$ cat config.mk
export PLATFORM = sky130hd
export DESIGN_NAME = slope_delta_encoder
export DESIGN_NICKNAME = d
export VERILOG_FILES = /design/src/rtl/sde_pkg.sv /design/src/rtl/sde_fsm.sv /design/src/rtl/sde_run_detect.sv /design/src/rtl/sde_step_adapt.sv /design/src/rtl/sde_integrator.sv /design/src/rtl/slope_delta_encoder.sv
export SDC_FILE = /design/constraint.sdc
export NUM_CORES = 1
export LEC_CHECK = 0
export BUFFER_PORTS_ARGS = -buffer_cell sky130_fd_sc_hd__buf_2
export CAP_MARGIN = 40
export CORE_MARGIN = 10
export CORE_UTILIZATION = 25
export CTS_CLUSTER_DIAMETER = 200
export DETAILED_ROUTE_END_ITERATION = 16
export PLACE_DENSITY = 0.42
export REMOVE_ABC_BUFFERS = 1
export SLEW_MARGIN = 0
export SYNTH_ARGS = -nofsm -noshare
export SYNTH_HDL_FRONTEND = slang
export SYNTH_HIERARCHICAL = 1
export SYNTH_SLANG_ARGS = --single-unit
$ cat constraint.sdc
create_clock -name clk -period 10.1 [get_ports clk]
set_input_delay 2.02 -clock clk [delete_from_list [all_inputs] [get_ports clk]]
set_output_delay 2.02 -clock clk [all_outputs]
set_load 0.03 [all_outputs]
$ cat src/rtl/sde_pkg.sv
package sde_pkg;
    typedef enum logic [1:0] {
        ST_QUIET = 2'd0,
        ST_RUN   = 2'd1,
        ST_IDLE  = 2'd2
    } sde_state_e;
endpackage

$ cat src/rtl/sde_fsm.sv
module sde_fsm
    import sde_pkg::*;
(
    input  logic       clk,
    input  logic       rst_n,
    input  logic       awake_i,
    input  logic       idle_n_i,
    input  logic       tick_i,
    output sde_state_e state_o,
    output logic       enc_fire_o,
    output logic       idle_fire_o,
    output logic       quiet_o
);
    sde_state_e st_q, st_d;

    always_ff @(posedge clk or negedge rst_n) begin
        if (!rst_n) st_q <= ST_QUIET;
        else        st_q <= st_d;
    end

    always_comb begin
        st_d = st_q;
        unique case (st_q)
            ST_QUIET: if (awake_i) st_d = idle_n_i ? ST_RUN : ST_IDLE;
            ST_RUN: begin
                if (!awake_i)       st_d = ST_QUIET;
                else if (!idle_n_i) st_d = ST_IDLE;
            end
            ST_IDLE: begin
                if (!awake_i)      st_d = ST_QUIET;
                else if (idle_n_i) st_d = ST_RUN;
            end
            default: st_d = ST_QUIET;
        endcase
    end

    always_comb begin
        state_o     = st_q;
        enc_fire_o  = (st_q == ST_RUN)  && tick_i;
        idle_fire_o = (st_q == ST_IDLE) && tick_i;
        quiet_o     = (st_q == ST_QUIET);
    end
endmodule

$ cat src/rtl/sde_run_detect.sv
module sde_run_detect #(
    parameter int RUN_LONG = 4
) (
    input  logic                clk,
    input  logic                rst_n,
    input  logic                clr_i,
    input  logic                shift_i,
    input  logic                bit_i,
    input  logic                short_sel_i,
    output logic                run_o,
    output logic [RUN_LONG-1:0] fill_o
);
    localparam int RUN_SHORT = RUN_LONG - 1;

    logic [RUN_LONG-1:0] hist_q, fill_q, hist_n, fill_n;
    logic run_short, run_long;

    assign hist_n = {hist_q[RUN_LONG-2:0], bit_i};
    assign fill_n = {fill_q[RUN_LONG-2:0], 1'b1};

    always_comb begin
        run_long  = (&fill_n) && ((&hist_n) || !(|hist_n));
        run_short = (&fill_n[RUN_SHORT-1:0]) &&
                    ((&hist_n[RUN_SHORT-1:0]) || !(|hist_n[RUN_SHORT-1:0]));
        run_o     = shift_i && (short_sel_i ? run_short : run_long);
        fill_o    = fill_q;
    end

    always_ff @(posedge clk or negedge rst_n) begin
        if (!rst_n) begin
            hist_q <= '0;
            fill_q <= '0;
        end else if (clr_i) begin
            hist_q <= '0;
            fill_q <= '0;
        end else if (shift_i) begin
            hist_q <= hist_n;
            fill_q <= fill_n;
        end
    end
endmodule

$ cat src/rtl/sde_step_adapt.sv
module sde_step_adapt #(
    parameter int STEP_MIN   = 16,
    parameter int STEP_MAX   = 1024,
    parameter int STEP_INC   = 64,
    parameter int LEAK_SHIFT = 4,
    parameter int STEP_W     = 11
) (
    input  logic              clk,
    input  logic              rst_n,
    input  logic              clr_i,
    input  logic              upd_i,
    input  logic              run_i,
    output logic [STEP_W-1:0] step_o
);
    localparam logic [STEP_W:0]   INC_X = (STEP_W+1)'(STEP_INC);
    localparam logic [STEP_W:0]   MAX_X = (STEP_W+1)'(STEP_MAX);
    localparam logic [STEP_W-1:0] MIN_V = STEP_W'(STEP_MIN);
    localparam logic [STEP_W-1:0] MAX_V = STEP_W'(STEP_MAX);

    logic [STEP_W-1:0] step_q, step_d, leaked;
    logic [STEP_W:0]   grown;

    always_comb begin
        grown  = {1'b0, step_q} + INC_X;
        leaked = step_q - (step_q >> LEAK_SHIFT);
        if (run_i) step_d = (grown > MAX_X) ? MAX_V : grown[STEP_W-1:0];
        else       step_d = (leaked < MIN_V) ? MIN_V : leaked;
    end

    always_ff @(posedge clk or negedge rst_n) begin
        if (!rst_n)     step_q <= MIN_V;
        else if (clr_i) step_q <= MIN_V;
        else if (upd_i) step_q <= step_d;
    end

    assign step_o = step_q;
endmodule

$ cat src/rtl/sde_integrator.sv
module sde_integrator #(
    parameter int SAMPLE_W = 12,
    parameter int STEP_W   = 11
) (
    input  logic                       clk,
    input  logic                       rst_n,
    input  logic                       clr_i,
    input  logic                       upd_i,
    input  logic signed [SAMPLE_W-1:0] sample_i,
    input  logic        [STEP_W-1:0]   step_i,
    output logic                       decide_o
);
    localparam int SUM_W = SAMPLE_W + 2;
    localparam logic signed [SUM_W-1:0] TOP_V = SUM_W'((1 << (SAMPLE_W-1)) - 1);
    localparam logic signed [SUM_W-1:0] BOT_V = ~TOP_V;

    logic signed [SAMPLE_W-1:0] acc_q, acc_d;
    logic signed [SUM_W-1:0]    acc_x, step_x, sum;

    always_comb begin
        decide_o = (sample_i >= acc_q);
        acc_x    = {{2{acc_q[SAMPLE_W-1]}}, acc_q};
        step_x   = $signed({{(SUM_W-STEP_W){1'b0}}, step_i});
        sum      = decide_o ? (acc_x + step_x) : (acc_x - step_x);
        if (sum > TOP_V)      acc_d = TOP_V[SAMPLE_W-1:0];
        else if (sum < BOT_V) acc_d = BOT_V[SAMPLE_W-1:0];
        else                  acc_d = sum[SAMPLE_W-1:0];
    end

    always_ff @(posedge clk or negedge rst_n) begin
        if (!rst_n)     acc_q <= '0;
        else if (clr_i) acc_q <= '0;
        else if (upd_i) acc_q <= acc_d;
    end
endmodule

$ cat src/rtl/slope_delta_encoder.sv
module slope_delta_encoder
    import sde_pkg::*;
#(
    parameter int SAMPLE_W   = 12,
    parameter int STEP_MIN   = 16,
    parameter int STEP_MAX   = 1024,
    parameter int STEP_INC   = 64,
    parameter int LEAK_SHIFT = 4
) (
    input  logic                       clk,
    input  logic                       rst_n,
    input  logic                       tick_i,
    input  logic signed [SAMPLE_W-1:0] sample_i,
    input  logic                       run3_sel_i,
    input  logic                       idle_n_i,
    input  logic                       drive_en_i,
    input  logic                       awake_i,
    output logic                       pin_data_o,
    output logic                       pin_oe_o,
    output logic                       pin_low_o
);
    localparam int STEP_W   = $clog2(STEP_MAX + 1);
    localparam int RUN_LONG = 4;

    sde_state_e          state;
    logic                enc_fire, idle_fire, quiet;
    logic                decide, run_hit, bit_q, phase_q;
    logic [STEP_W-1:0]   step_cur;
    logic [RUN_LONG-1:0] run_fill;

    sde_fsm u_fsm (
        .clk(clk), .rst_n(rst_n), .awake_i(awake_i), .idle_n_i(idle_n_i),
        .tick_i(tick_i), .state_o(state), .enc_fire_o(enc_fire),
        .idle_fire_o(idle_fire), .quiet_o(quiet)
    );

    sde_run_detect #(.RUN_LONG(RUN_LONG)) u_run (
        .clk(clk), .rst_n(rst_n), .clr_i(state != ST_RUN), .shift_i(enc_fire),
        .bit_i(decide), .short_sel_i(run3_sel_i), .run_o(run_hit), .fill_o(run_fill)
    );

    sde_step_adapt #(
        .STEP_MIN(STEP_MIN), .STEP_MAX(STEP_MAX), .STEP_INC(STEP_INC),
        .LEAK_SHIFT(LEAK_SHIFT), .STEP_W(STEP_W)
    ) u_step (
        .clk(clk), .rst_n(rst_n), .clr_i(quiet), .upd_i(enc_fire),
        .run_i(run_hit), .step_o(step_cur)
    );

    sde_integrator #(.SAMPLE_W(SAMPLE_W), .STEP_W(STEP_W)) u_integ (
        .clk(clk), .rst_n(rst_n), .clr_i(quiet), .upd_i(enc_fire),
        .sample_i(sample_i), .step_i(step_cur), .decide_o(decide)
    );

    always_ff @(posedge clk or negedge rst_n) begin
        if (!rst_n) begin
            bit_q   <= 1'b0;
            phase_q <= 1'b0;
        end else if (quiet) begin
            bit_q   <= 1'b0;
            phase_q <= 1'b0;
        end else begin
            if (state != ST_IDLE) phase_q <= 1'b0;
            if (enc_fire) bit_q <= decide;
            if (idle_fire) begin
                bit_q   <= phase_q;
                phase_q <= ~phase_q;
            end
        end
    end

    always_comb begin
        unique case (state)
            ST_QUIET: begin
                pin_oe_o   = 1'b1;
                pin_low_o  = 1'b1;
                pin_data_o = 1'b0;
            end
            default: begin
                pin_oe_o   = drive_en_i;
                pin_low_o  = 1'b0;
                pin_data_o = drive_en_i & bit_q;
            end
        endcase
    end
endmodule

==> summary.md, run 1 <==
| Metric | Value |
|---|---|
| CTS H-Tree Depth | 2 |
| Mapped cell area | 3370 sq um |
| Critical register-to-register path endpoint | u_integ/acc_q[2] |
| Final TNS setup | 0 ns |
| Power per cell area | 122 nW/um^2 |
| Final #Nets | 476 |
| Setup repair after global routing missed its margin | false |
| Worst setup path startpoint | sample_i[1] |
| Gr ovfl total | 0 |
| Via count | 2920 |
| Final hold violation count | 0 |
| Critical path buffer and inverter count | 2 |
| Cts bufs inserted | 5 |
| Buffer depth of the longest clock path | 2 |
| Share of cells above drive strength 1 | 11.9% |
| Cts hold-fix bufs | 0 |
| Ant diodes | 0 |
| Launching element type of the critical path | input port |
| Post-placement cell count | 588 |
| Final weighted congestion in routability-driven placement | 0.764 |
| Max Cap Violations | 0 |
| Static leakage power | 1.65 nW |
| DIE AREA | 18500 sq um |
| Worst Hold Class | reg2reg |
| Post-Route Utilization | 28.6% |
| Root buf cell | sky130_fd_sc_hd__clkbuf_16 |
| Worst Path Required | 10.28 ns |
| Number of gates resized after CTS | 0 |
| Mean Syn Cell Area | 8.38 sq um |
| Fin. max-slew vios | 0 |
| Post-CTS setup-driven buffer insertion count | 0 |
| Startpoint of the worst-slack reg-to-reg timing path | u_integ/acc_q[1] |
| Port Buffers | 21 |
| Warnings from Yosys | 6 |
| Worst relative slew slack | 49.2% |
| Clk_lat worst skew | 0.28 ns |
| Clock transition time at the flip-flop clock pins of the worst setup and hold paths | 0.06 ns |
| Global-route wire length before repair | 14.4 mm |
| Remaining DRCs | 0 |
| TritonCTS Sinks | 33 |
| Largest net degree at the start of global routing | 41 |
| Top fanout value on the critical path | 17 |
| Vias in the first global route | 2959 |
| Cell row count | 42 |
| Die outline width | 136 microns |
| Category of the worst setup path capture point | flop |
| Final Cycle Share | 58.3% |
| Min Tclk post-route | 5.89 ns |
| Worst Tran Pin Value | 0.762 ns |
| Family with the most delay on the worst path | compound AO/OA/AOI/OAI gates |
| Final HPWL from detailed placement | 6.51 mm |
| Post-synthesis instance total | 402 |
| Drt first-iter violations | 146 |
| Peak supply drop | 0.0554 mV |
| Final setup violation count | 0 |
| Category of the most critical setup path | in2reg |
| Total routed wirelength | 8.54 mm |
| Critical path destination | u_integ/acc_q[2] |
| Antenna violations before repair | 0 |
| Starting utilization of the core area | 25.5% |
| Total number of cells along the worst setup path | 17 |
| Worst-case setup slack after placement | 3.91 ns |
| Final worst slack | 4.21 ns |
| Clock tree from TritonCTS | yes |
| Layout Cells excl Fill | 595 |
| Worst clock skew | 0.00642 ns |
| Detailed Routing Iterations Pass 1 | 4 |
| Overall global routing resource usage | 9.43% |
| Drt via density | 4.91 |
| Number of ports placed on the die boundary | 22 |
| Critical Path, Cell by Cell | buf_2, ha_1, nor2b_1, o211ai_1, a211o_1, o211ai_1, buf_4, a21oi_1, xor2_1, ha_1, a21o_1, nand4b_1, a2111o_1, a21o_1, a211oi_4, o21ai_0, a311oi_1 |
| Delay of the slowest cell on the worst path | 0.57 ns |
| Final routed wire length divided by cell count | 14.4 microns |
| Final ANT Viol Nets | 0 |
| Cell count of the worst reg-to-reg path | 17 |
| Outcome | finished, final reports clean |
| Highest-delay cell along the critical path | sky130_fd_sc_hd__a211oi_4 |
| Register-to-register setup slack | 5.54 ns |
| Arrival time reported for the critical path endpoint | 6.07 ns |
| Area grow syn2layout | 12.5% |
| Die outline height | 136 microns |
| Highest attainable clock frequency | 0.170 GHz |
| Core area | 13200 sq um |
stage by stage:
step	power, mW	hold slack (ns)	instance area, sq um
6_report	0.463	0.525	3790
4_1_cts	0.470	0.526	3790
3_3_place_gp	0.293	0.510	3630
3_5_place_dp	0.295	0.513	3630
5_1_grt	0.494	0.569	3790
2_1_floorplan	0.256	0.487	3280
report_power, final:
part,switching (mW),total [mW],internal [mW]
clock,0.0565,0.171,0.114
combinational,0.0869,0.147,0.0601
sequential,0.00849,0.145,0.137
total,0.152,0.463,0.311
tightest hold or removal path: stages, from the launching register on:
cell and delay [ns]:
sky130_fd_sc_hd__dfrtp_1 0.34, sky130_fd_sc_hd__mux2i_1 0.07, sky130_fd_sc_hd__nor2_1 0.08
cell usage in the layout, fill, tap and decap left out, types with 6 or more instances in the layout:
| cell type | instances |
|---|---|
| sky130_fd_sc_hd__nor2_1 | 53 |
| sky130_fd_sc_hd__buf_2 | 21 |
| sky130_fd_sc_hd__a21oi_1 | 26 |
| sky130_fd_sc_hd__nand3_1 | 6 |
| sky130_fd_sc_hd__o22ai_1 | 8 |
| sky130_fd_sc_hd__xor2_1 | 15 |
| sky130_fd_sc_hd__nand2_1 | 24 |
| sky130_fd_sc_hd__a311oi_1 | 11 |
| sky130_fd_sc_hd__a211oi_1 | 6 |
| sky130_fd_sc_hd__xnor2_1 | 13 |
| sky130_fd_sc_hd__mux2i_1 | 9 |
| sky130_fd_sc_hd__o21ai_0 | 15 |
| sky130_fd_sc_hd__dfrtp_1 | 32 |
| sky130_fd_sc_hd__o211ai_1 | 6 |
| sky130_fd_sc_hd__inv_1 | 33 |
| sky130_fd_sc_hd__ha_1 | 36 |
| sky130_fd_sc_hd__nor3_1 | 11 |
state kept, by name (all words and copies together), names as in the netlist:
| signal | count |
|---|---|
| u_run/hist_q | 3 |
| u_fsm/state_o | 2 |
| u_run/fill_o | 3 |
| bit_q | 1 |
| u_integ/acc_q | 12 |
| u_step/step_o | 11 |
| phase_q | 1 |
metal layers:
layer,part of all wire (%),routed length [microns],global-route usage [%],vias up
li1,-,-,-,1507
met1,49,4160,12.1,1369
met3,2.8,238,1.51,4
met2,47,4040,15.8,40
met5,0,0,0,-
met4,1.1,95,2.96,0
worst min-delay path by stage:
stage,startpoint,endpoint,slack (ns),cells past startpoint
2_1_floorplan,u_run/fill_o[2],u_run/fill_o[2],0.49,2
3_3_place_gp,u_run/fill_o[2],u_run/fill_o[2],0.51,2
3_5_place_dp,u_run/fill_o[2],u_run/fill_o[2],0.51,2
4_1_cts,u_run/fill_o[2],u_run/fill_o[2],0.53,2
5_1_grt,u_run/fill_o[0],u_run/fill_o[0],0.57,2
6_report,u_run/fill_o[2],u_run/fill_o[2],0.52,2
cell type report:
class / instances / area [sq um]
inverter: 34 / 128
multi-input combinational: 320 / 2320
fill: 1438 / 9450
timing repair buffer: 25 / 135
sequential: 33 / 827
clock inverter: 2 / 35.0
clock buffer: 5 / 125
tap: 176 / 220
(Power assumes the default switching activity.)
==> run 2, diff against run 1 <==
Clock period 10.1 ns to 5.8 ns, I/O delays scaled along.
==> run 2 against run 1 <==
Net effect: clock skew down 0.0015 ns; count of clock-buffer cells in the layout grew 1; critical endpoint is now u_integ/acc_q[0]; first-iteration DRC count grew 21%; die area is the same; sequential power grew 74%; combinational power grew 72%; largest power group unchanged; final area fell by 0.36%; hold slack lost 0.0043 ns; critical path type unchanged; critical path depth fell by 1; largest cell class unchanged; clock power is 53% higher; wire length fell by 4.1%.
==> summary.md, run 2 (synthesized netlist as in run 1, its figures left out) <==
| Metric | Value |
|---|---|
| Cts hold-fix bufs | 0 (unchanged) |
| Detailed route wirelength on metal3 | 273 microns (was 238 microns) |
| Global-route wire length before repair | 14.2 mm (was 14.4 mm) |
| Overall power of the completed layout | 0.768 mW (was 0.463 mW) |
| Final hold violation count | 0 (unchanged) |
| Fin. max-slew vios | 0 (unchanged) |
| Vias in the first global route | 2904 (was 2959) |
| Leading cell type in the layout, fill and taps excluded | sky130_fd_sc_hd__nor2_1 (unchanged) |
| Total met2 wirelength after detailed routing | 3.99 mm (was 4.04 mm) |
| Die outline height | 136 microns (unchanged) |
| Via count | 2855 (was 2920) |
| Setup repair after global routing missed its margin | false (unchanged) |
| Commonest non-fill, non-tap cells in the layout | sky130_fd_sc_hd__nor2_1, sky130_fd_sc_hd__ha_1, sky130_fd_sc_hd__inv_1 (unchanged) |
| Top fanout value on the critical path | 14 (was 17) |
| Max reg flops | 12 (unchanged) |
| Die outline width | 136 microns (unchanged) |
| Cell area after layout | 3780 sq um (was 3790 sq um) |
| Ant diodes | 0 (unchanged) |
| Clock transition time at the flip-flop clock pins of the worst setup and hold paths | 0.05 ns (was 0.06 ns) |
| Share of cells above drive strength 1 | 11.9% (unchanged) |
| Clk_lat worst skew | 0.28 ns (about the same) |
| Detailed Routing Iterations Pass 1 | 4 (unchanged) |
| Worst Hold Class | reg2reg (unchanged) |
| Drt first-iter violations | 176 (was 146) |
| Gr ovfl total | 0 (unchanged) |
| Starting utilization of the core area | 25.5% (unchanged) |
| Worst Tran Pin Value | 0.795 ns (was 0.762 ns) |
| Min-Delay Path Depth | 2 (unchanged) |
| Area post-placement | 3630 sq um (unchanged) |
| Buffer depth of the longest clock path | 2 (unchanged) |
| Final Cycle Share | 90.4% |
| Core area | 13200 sq um (unchanged) |
| Top Layer Used | met4 (unchanged) |
| Final HPWL from detailed placement | 6.59 mm (was 6.51 mm) |
| Clock tree from TritonCTS | yes (unchanged) |
| Worst clock skew | 0.00493 ns (was 0.00642 ns) |
| Launching element type of the critical path | input port (unchanged) |
| Category of the most critical setup path | in2reg (unchanged) |
| Final #Nets | 476 (unchanged) |
| Outcome | finished, final reports clean (unchanged) |
| Highest attainable clock frequency | 0.191 GHz |
| Arrival time reported for the critical path endpoint | 5.42 ns (was 6.07 ns) |
| Max Cap Violations | 0 (unchanged) |
| Critical Path, Cell by Cell | buf_2, ha_1, a21oi_1, nand2_1, a211oi_1, o211ai_1, a21oi_1, xor2_1, ha_1, a21o_1, nand4b_1, a2111o_1, a21o_1, a211oi_4, o21ai_0, a311oi_1 (was buf_2, ha_1, nor2b_1, o211ai_1, a211o_1, o211ai_1, buf_4, a21oi_1, xor2_1, ha_1, a21o_1, nand4b_1, a2111o_1, a21o_1, a211oi_4, o21ai_0, a311oi_1) |
| Power per cell area | 203 nW/um^2 (was 122 nW/um^2) |
| TritonCTS Sinks | 33 (unchanged) |
| Port Buffers | 21 (unchanged) |
| Cell row count | 42 (unchanged) |
| Antenna violations before repair | 0 (unchanged) |
| Largest net degree at the start of global routing | 41 (unchanged) |
| Cell count of the worst reg-to-reg path | 16 (was 17) |
| DIE AREA | 18500 sq um (unchanged) |
| Post-CTS setup-driven buffer insertion count | 0 (unchanged) |
| Area grow syn2layout | 12.1% (was 12.5%) |
| Worst Path Required | 5.97 ns (was 10.28 ns) |
| Final weighted congestion in routability-driven placement | 0.773 (was 0.764) |
| CTS H-Tree Depth | 2 (unchanged) |
| Peak supply drop | 0.0861 mV (was 0.0554 mV) |
| Detailed-route wire length on metal 1 | 3.88 mm (was 4.16 mm) |
| Final ANT Viol Nets | 0 (unchanged) |
| Total routed wirelength | 8.20 mm (was 8.54 mm) |
| Root buf cell | sky130_fd_sc_hd__clkbuf_16 (unchanged) |
| Final setup violation count | 0 (unchanged) |
| Number of ports placed on the die boundary | 22 (unchanged) |
| Category of the worst setup path capture point | flop (unchanged) |
| Final routed wire length divided by cell count | 13.8 microns (was 14.4 microns) |
| Number of gates resized after CTS | 0 (unchanged) |
| Min Tclk post-route | 5.24 ns |
| Layout filler cell count | 1452 (was 1438) |
| Delay of the slowest cell on the worst path | 0.56 ns (was 0.57 ns) |
| Final TNS setup | 0 ns (unchanged) |
| Highest-delay cell along the critical path | sky130_fd_sc_hd__a211oi_4 (unchanged) |
| Remaining DRCs | 0 (unchanged) |
| Static leakage power | 1.64 nW (was 1.65 nW) |
| Overall global routing resource usage | 9.24% (was 9.43%) |
| Worst relative slew slack | 46.8% (was 49.2%) |
| Register with the most flip-flops | u_integ/acc_q (unchanged) |
| Cts bufs inserted | 5 (unchanged) |
| Register-to-register setup slack | 1.09 ns (was 5.54 ns) |
| Drt via density | 4.80 (was 4.91) |
-- run 2: layer usage --
layer,vias up,GRT usage (%)
met5,-,0
met1,1312,11.7
met2,29,15.7
met3,2,1.51
li1,1512,-
met4,0,2.84
-- run 2: layout make-up --
| class | count | area (sq um) | area share, % |
|---|---|---|---|
| inverter | 34 | 128 | 3.38 |
| tap | 176 | 220 | 5.83 |
| clock inverter | 1 | 7.51 | 0.199 |
| timing repair buffer | 25 | 135 | 3.57 |
| multi-input combinational | 320 | 2320 | 61.5 |
| sequential | 33 | 827 | 21.9 |
| clock buffer | 6 | 139 | 3.67 |
-- run 2: through the flow --
step	utilization [%]	hold WS [ns]	cells	setup WS, ns
2_1_floorplan	-	0.487	387	0.542
3_3_place_gp	27.4	0.508	588	0.391
3_5_place_dp	27.4	0.517	588	0.283
4_1_cts	28.5	0.529	595	0.573
5_1_grt	28.5	0.568	595	0.0798
6_report	28.5	0.521	595	0.559
-- run 2: report_power, final --
group / switching, mW / internal [mW] / total [mW]
clock: 0.0933 / 0.168 / 0.261
sequential: 0.0145 / 0.239 / 0.253
combinational: 0.149 / 0.104 / 0.253
-- run 2: final timing paths --
check	from	end
worst min register to register	u_run/fill_o[0]	u_run/fill_o[0]
max in group asynchronous	rst_n	u_integ/acc_q[10]
worst max-delay path	sample_i[6]	u_integ/acc_q[0]
worst min-delay path	u_run/fill_o[0]	u_run/fill_o[0]
worst max register to register	u_integ/acc_q[1]	u_integ/acc_q[0]
min in group asynchronous	rst_n	u_run/fill_o[2]
-- run 2: worst max-delay path, delay by kind of cell --
| kind | cells | cell delay [ns] |
|---|---|---|
| adder cells (fa/ha/maj) | 2 | 0.62 |
| AO/OA/AOI/OAI | 10 | 2.97 |
| AND/OR/NAND/NOR | 2 | 0.29 |
| XOR/XNOR | 1 | 0.25 |
| buffers and inverters | 1 | 0.10 |
==> run 3, diff against run 2 <==
Settings changed: MAX_ROUTING_LAYER set to met4.
==> run 3 against run 2 <==
Net effect: register-to-register slack about the same; non-clock buffer count unchanged; core utilization did not move; sequential cell count did not move; critical path depth unchanged; combinational power about the same; setup slack worse by 0.0015 ns; critical path type unchanged.
==> summary.md, run 3 (synthesized netlist as in run 1, its figures left out) <==
| Metric | Value |
|---|---|
| Outcome | finished, final reports clean (unchanged) |
| Drt via density | 4.82 (was 4.80) |
| Category of the worst setup path capture point | flop (unchanged) |
| Final HPWL from detailed placement | 6.59 mm (unchanged) |
| Switching share of power | 33.5% (was 33.4%) |
| Port Buffers | 21 (unchanged) |
| Die outline height | 136 microns (unchanged) |
| Final Cycle Share | 90.4% (about the same) |
| Category of the most critical setup path | in2reg (unchanged) |
| Number of ports placed on the die boundary | 22 (unchanged) |
| Peak supply drop | 0.0860 mV (was 0.0861 mV) |
| Area grow syn2layout | 12.1% (unchanged) |
| Worst-case setup slack after placement | 0.283 ns (unchanged) |
| Seq pwr share | 32.9% (was 33.0%) |
| Delay of the slowest cell on the worst path | 0.56 ns (about the same) |
| Starting utilization of the core area | 25.5% (unchanged) |
| Highest attainable clock frequency | 0.191 GHz (about the same) |
| Drt first-iter violations | 180 (was 176) |
| Largest net degree at the start of global routing | 41 (unchanged) |
| Worst Hold Class | reg2reg (unchanged) |
| Int Power | 0.511 mW (about the same) |
| Cts hold-fix bufs | 0 (unchanged) |
| Final routed wire length divided by cell count | 13.8 microns (about the same) |
| Cell area after layout | 3780 sq um (unchanged) |
| Vias in the first global route | 2909 (was 2904) |
| DIE AREA | 18500 sq um (unchanged) |
| Arrival time reported for the critical path endpoint | 5.42 ns (about the same) |
| Final ANT Viol Nets | 0 (unchanged) |
| Area post-placement | 3630 sq um (unchanged) |
| Via count | 2866 (was 2855) |
| Max reg flops | 12 (unchanged) |
| Overall power of the completed layout | 0.768 mW (about the same) |
| Global-route wire length before repair | 14.2 mm (about the same) |
| Critical Path, Cell by Cell | buf_2, ha_1, a21oi_1, nand2_1, a211oi_1, o211ai_1, a21oi_1, xor2_1, ha_1, a21o_1, nand4b_1, a2111o_1, a21o_1, a211oi_4, o21ai_0, a311oi_1 (unchanged) |
| Setup repair after global routing missed its margin | false (unchanged) |
| Family with the most delay on the worst path | compound AO/OA/AOI/OAI gates (unchanged) |
| Highest-delay cell along the critical path | sky130_fd_sc_hd__a211oi_4 (unchanged) |
| Final TNS setup | 0 ns (unchanged) |
| Commonest non-fill, non-tap cells in the layout | sky130_fd_sc_hd__nor2_1, sky130_fd_sc_hd__ha_1, sky130_fd_sc_hd__inv_1 (unchanged) |
| Startpoint of the worst-slack reg-to-reg timing path | u_integ/acc_q[1] (unchanged) |
| Core area | 13200 sq um (unchanged) |
| Root buf cell | sky130_fd_sc_hd__clkbuf_16 (unchanged) |
| Worst setup path startpoint | sample_i[6] (unchanged) |
| Die outline width | 136 microns (unchanged) |
| CTS H-Tree Depth | 2 (unchanged) |
| Top fanout value on the critical path | 14 (unchanged) |
| Final setup violation count | 0 (unchanged) |
| Combinational share of power | 33.0% (about the same) |
| Critical path buffer and inverter count | 1 (unchanged) |
| Leading cell type in the layout, fill and taps excluded | sky130_fd_sc_hd__nor2_1 (unchanged) |
| Overall global routing resource usage | 9.49% (was 9.24%) |
| Register with the most flip-flops | u_integ/acc_q (unchanged) |
| Min Tclk post-route | 5.24 ns (about the same) |
| Worst Path Required | 5.97 ns (about the same) |
| Origin of the worst min-delay path | u_run/fill_o[0] (unchanged) |
| Clock share of power | 34.1% (was 34.0%) |
| Cts bufs inserted | 5 (unchanged) |
| Gr ovfl total | 0 (unchanged) |
| Final #Nets | 476 (unchanged) |
| Clock tree from TritonCTS | yes (unchanged) |
| Number of gates resized after CTS | 0 (unchanged) |
| TritonCTS Sinks | 33 (unchanged) |
| Final weighted congestion in routability-driven placement | 0.784 (was 0.773) |
| Worst Tran Pin Value | 0.795 ns (about the same) |
| Cell row count | 42 (unchanged) |
| Power per cell area | 203 nW/um^2 (about the same) |
| Clock transition time at the flip-flop clock pins of the worst setup and hold paths | 0.05 ns (about the same) |
| Max Cap Violations | 0 (unchanged) |
| Post-CTS setup-driven buffer insertion count | 0 (unchanged) |
| Final hold violation count | 0 (unchanged) |
| Buffer depth of the longest clock path | 2 (unchanged) |
| Worst relative slew slack | 46.8% (about the same) |
| Sw power | 0.257 mW (about the same) |
| Remaining DRCs | 0 (unchanged) |
| Launching element type of the critical path | input port (unchanged) |
| Share of cells above drive strength 1 | 11.9% (unchanged) |
| Antenna violations before repair | 0 (unchanged) |
| Ant diodes | 0 (unchanged) |
| Final worst slack | 0.558 ns (was 0.559 ns) |
| Detailed Routing Iterations Pass 1 | 4 (unchanged) |
| Fin. max-slew vios | 0 (unchanged) |
| Worst clock skew | 0.00458 ns (was 0.00493 ns) |
| Total routed wirelength | 8.23 mm (was 8.20 mm) |
| Clk_lat worst skew | 0.28 ns (about the same) |
| Static leakage power | 1.64 nW (unchanged) |
## run 3: cell counts in the layout (fill, tap and decap cells not counted)
Identical to the previous run, type by type.
## run 3: worst paths after layout
kind                                endpoint  slack, ns  cells past startpoint
setup reg to reg            u_integ/acc_q[0]       1.09                     16
setup / recovery            u_integ/acc_q[0]       0.56                     16
hold / removal               u_run/fill_o[0]       0.52                      2
max in group asynchronous  u_integ/acc_q[10]       4.37                      1
hold reg to reg              u_run/fill_o[0]       0.52                      2
min in group asynchronous    u_run/fill_o[2]       0.95                      1
## run 3: layout make-up
| type | instances | area (sq um) |
|---|---|---|
| inverter | 34 | 128 |
| sequential | 33 | 827 |
| multi-input combinational | 320 | 2320 |
| clock inverter | 1 | 7.51 |
| clock buffer | 6 | 139 |
| timing repair buffer | 25 | 135 |
| tap | 176 | 220 |
| fill | 1452 | 9460 |
## run 3: worst reg2reg max path, delay by kind of cell (launching register included)
kind / cells / cell delay, ns
adders and majority gates: 2 / 0.57
and+or+nand+nor: 2 / 0.35
AOI/OAI and AO/OA: 10 / 2.91
buffers and inverters: 1 / 0.14
xor gates and xnor gates: 1 / 0.25
DFF: 1 / 0.39
## run 3: per-stage QoR
stage,hold slack (ns),util [%],instances
2_1_floorplan,0.487,-,387
3_3_place_gp,0.508,27.4,588
3_5_place_dp,0.517,27.4,588
4_1_cts,0.529,28.5,595
5_1_grt,0.568,28.5,595
6_report,0.521,28.5,595
## run 3: per-layer routing
layer,global-route usage (%),vias up,share of wire [%]
li1,-,1512,-
met1,11.6,1313,47
met2,15.8,37,49
met3,1.51,4,3.5
met4,2.84,0,0.92
met5,-,-,0
## run 3: power by group through the flow
| stage | sequential [mW] | clock (mW) | combinational [mW] |
|---|---|---|---|
| 3_3_place_gp | 0.257 | 0 | 0.252 |
| 5_1_grt | 0.255 | 0.284 | 0.289 |
| 3_5_place_dp | 0.257 | 0 | 0.255 |
| 2_1_floorplan | 0.252 | 0 | 0.194 |
| 6_report | 0.253 | 0.262 | 0.253 |
| 4_1_cts | 0.253 | 0.271 | 0.256 |
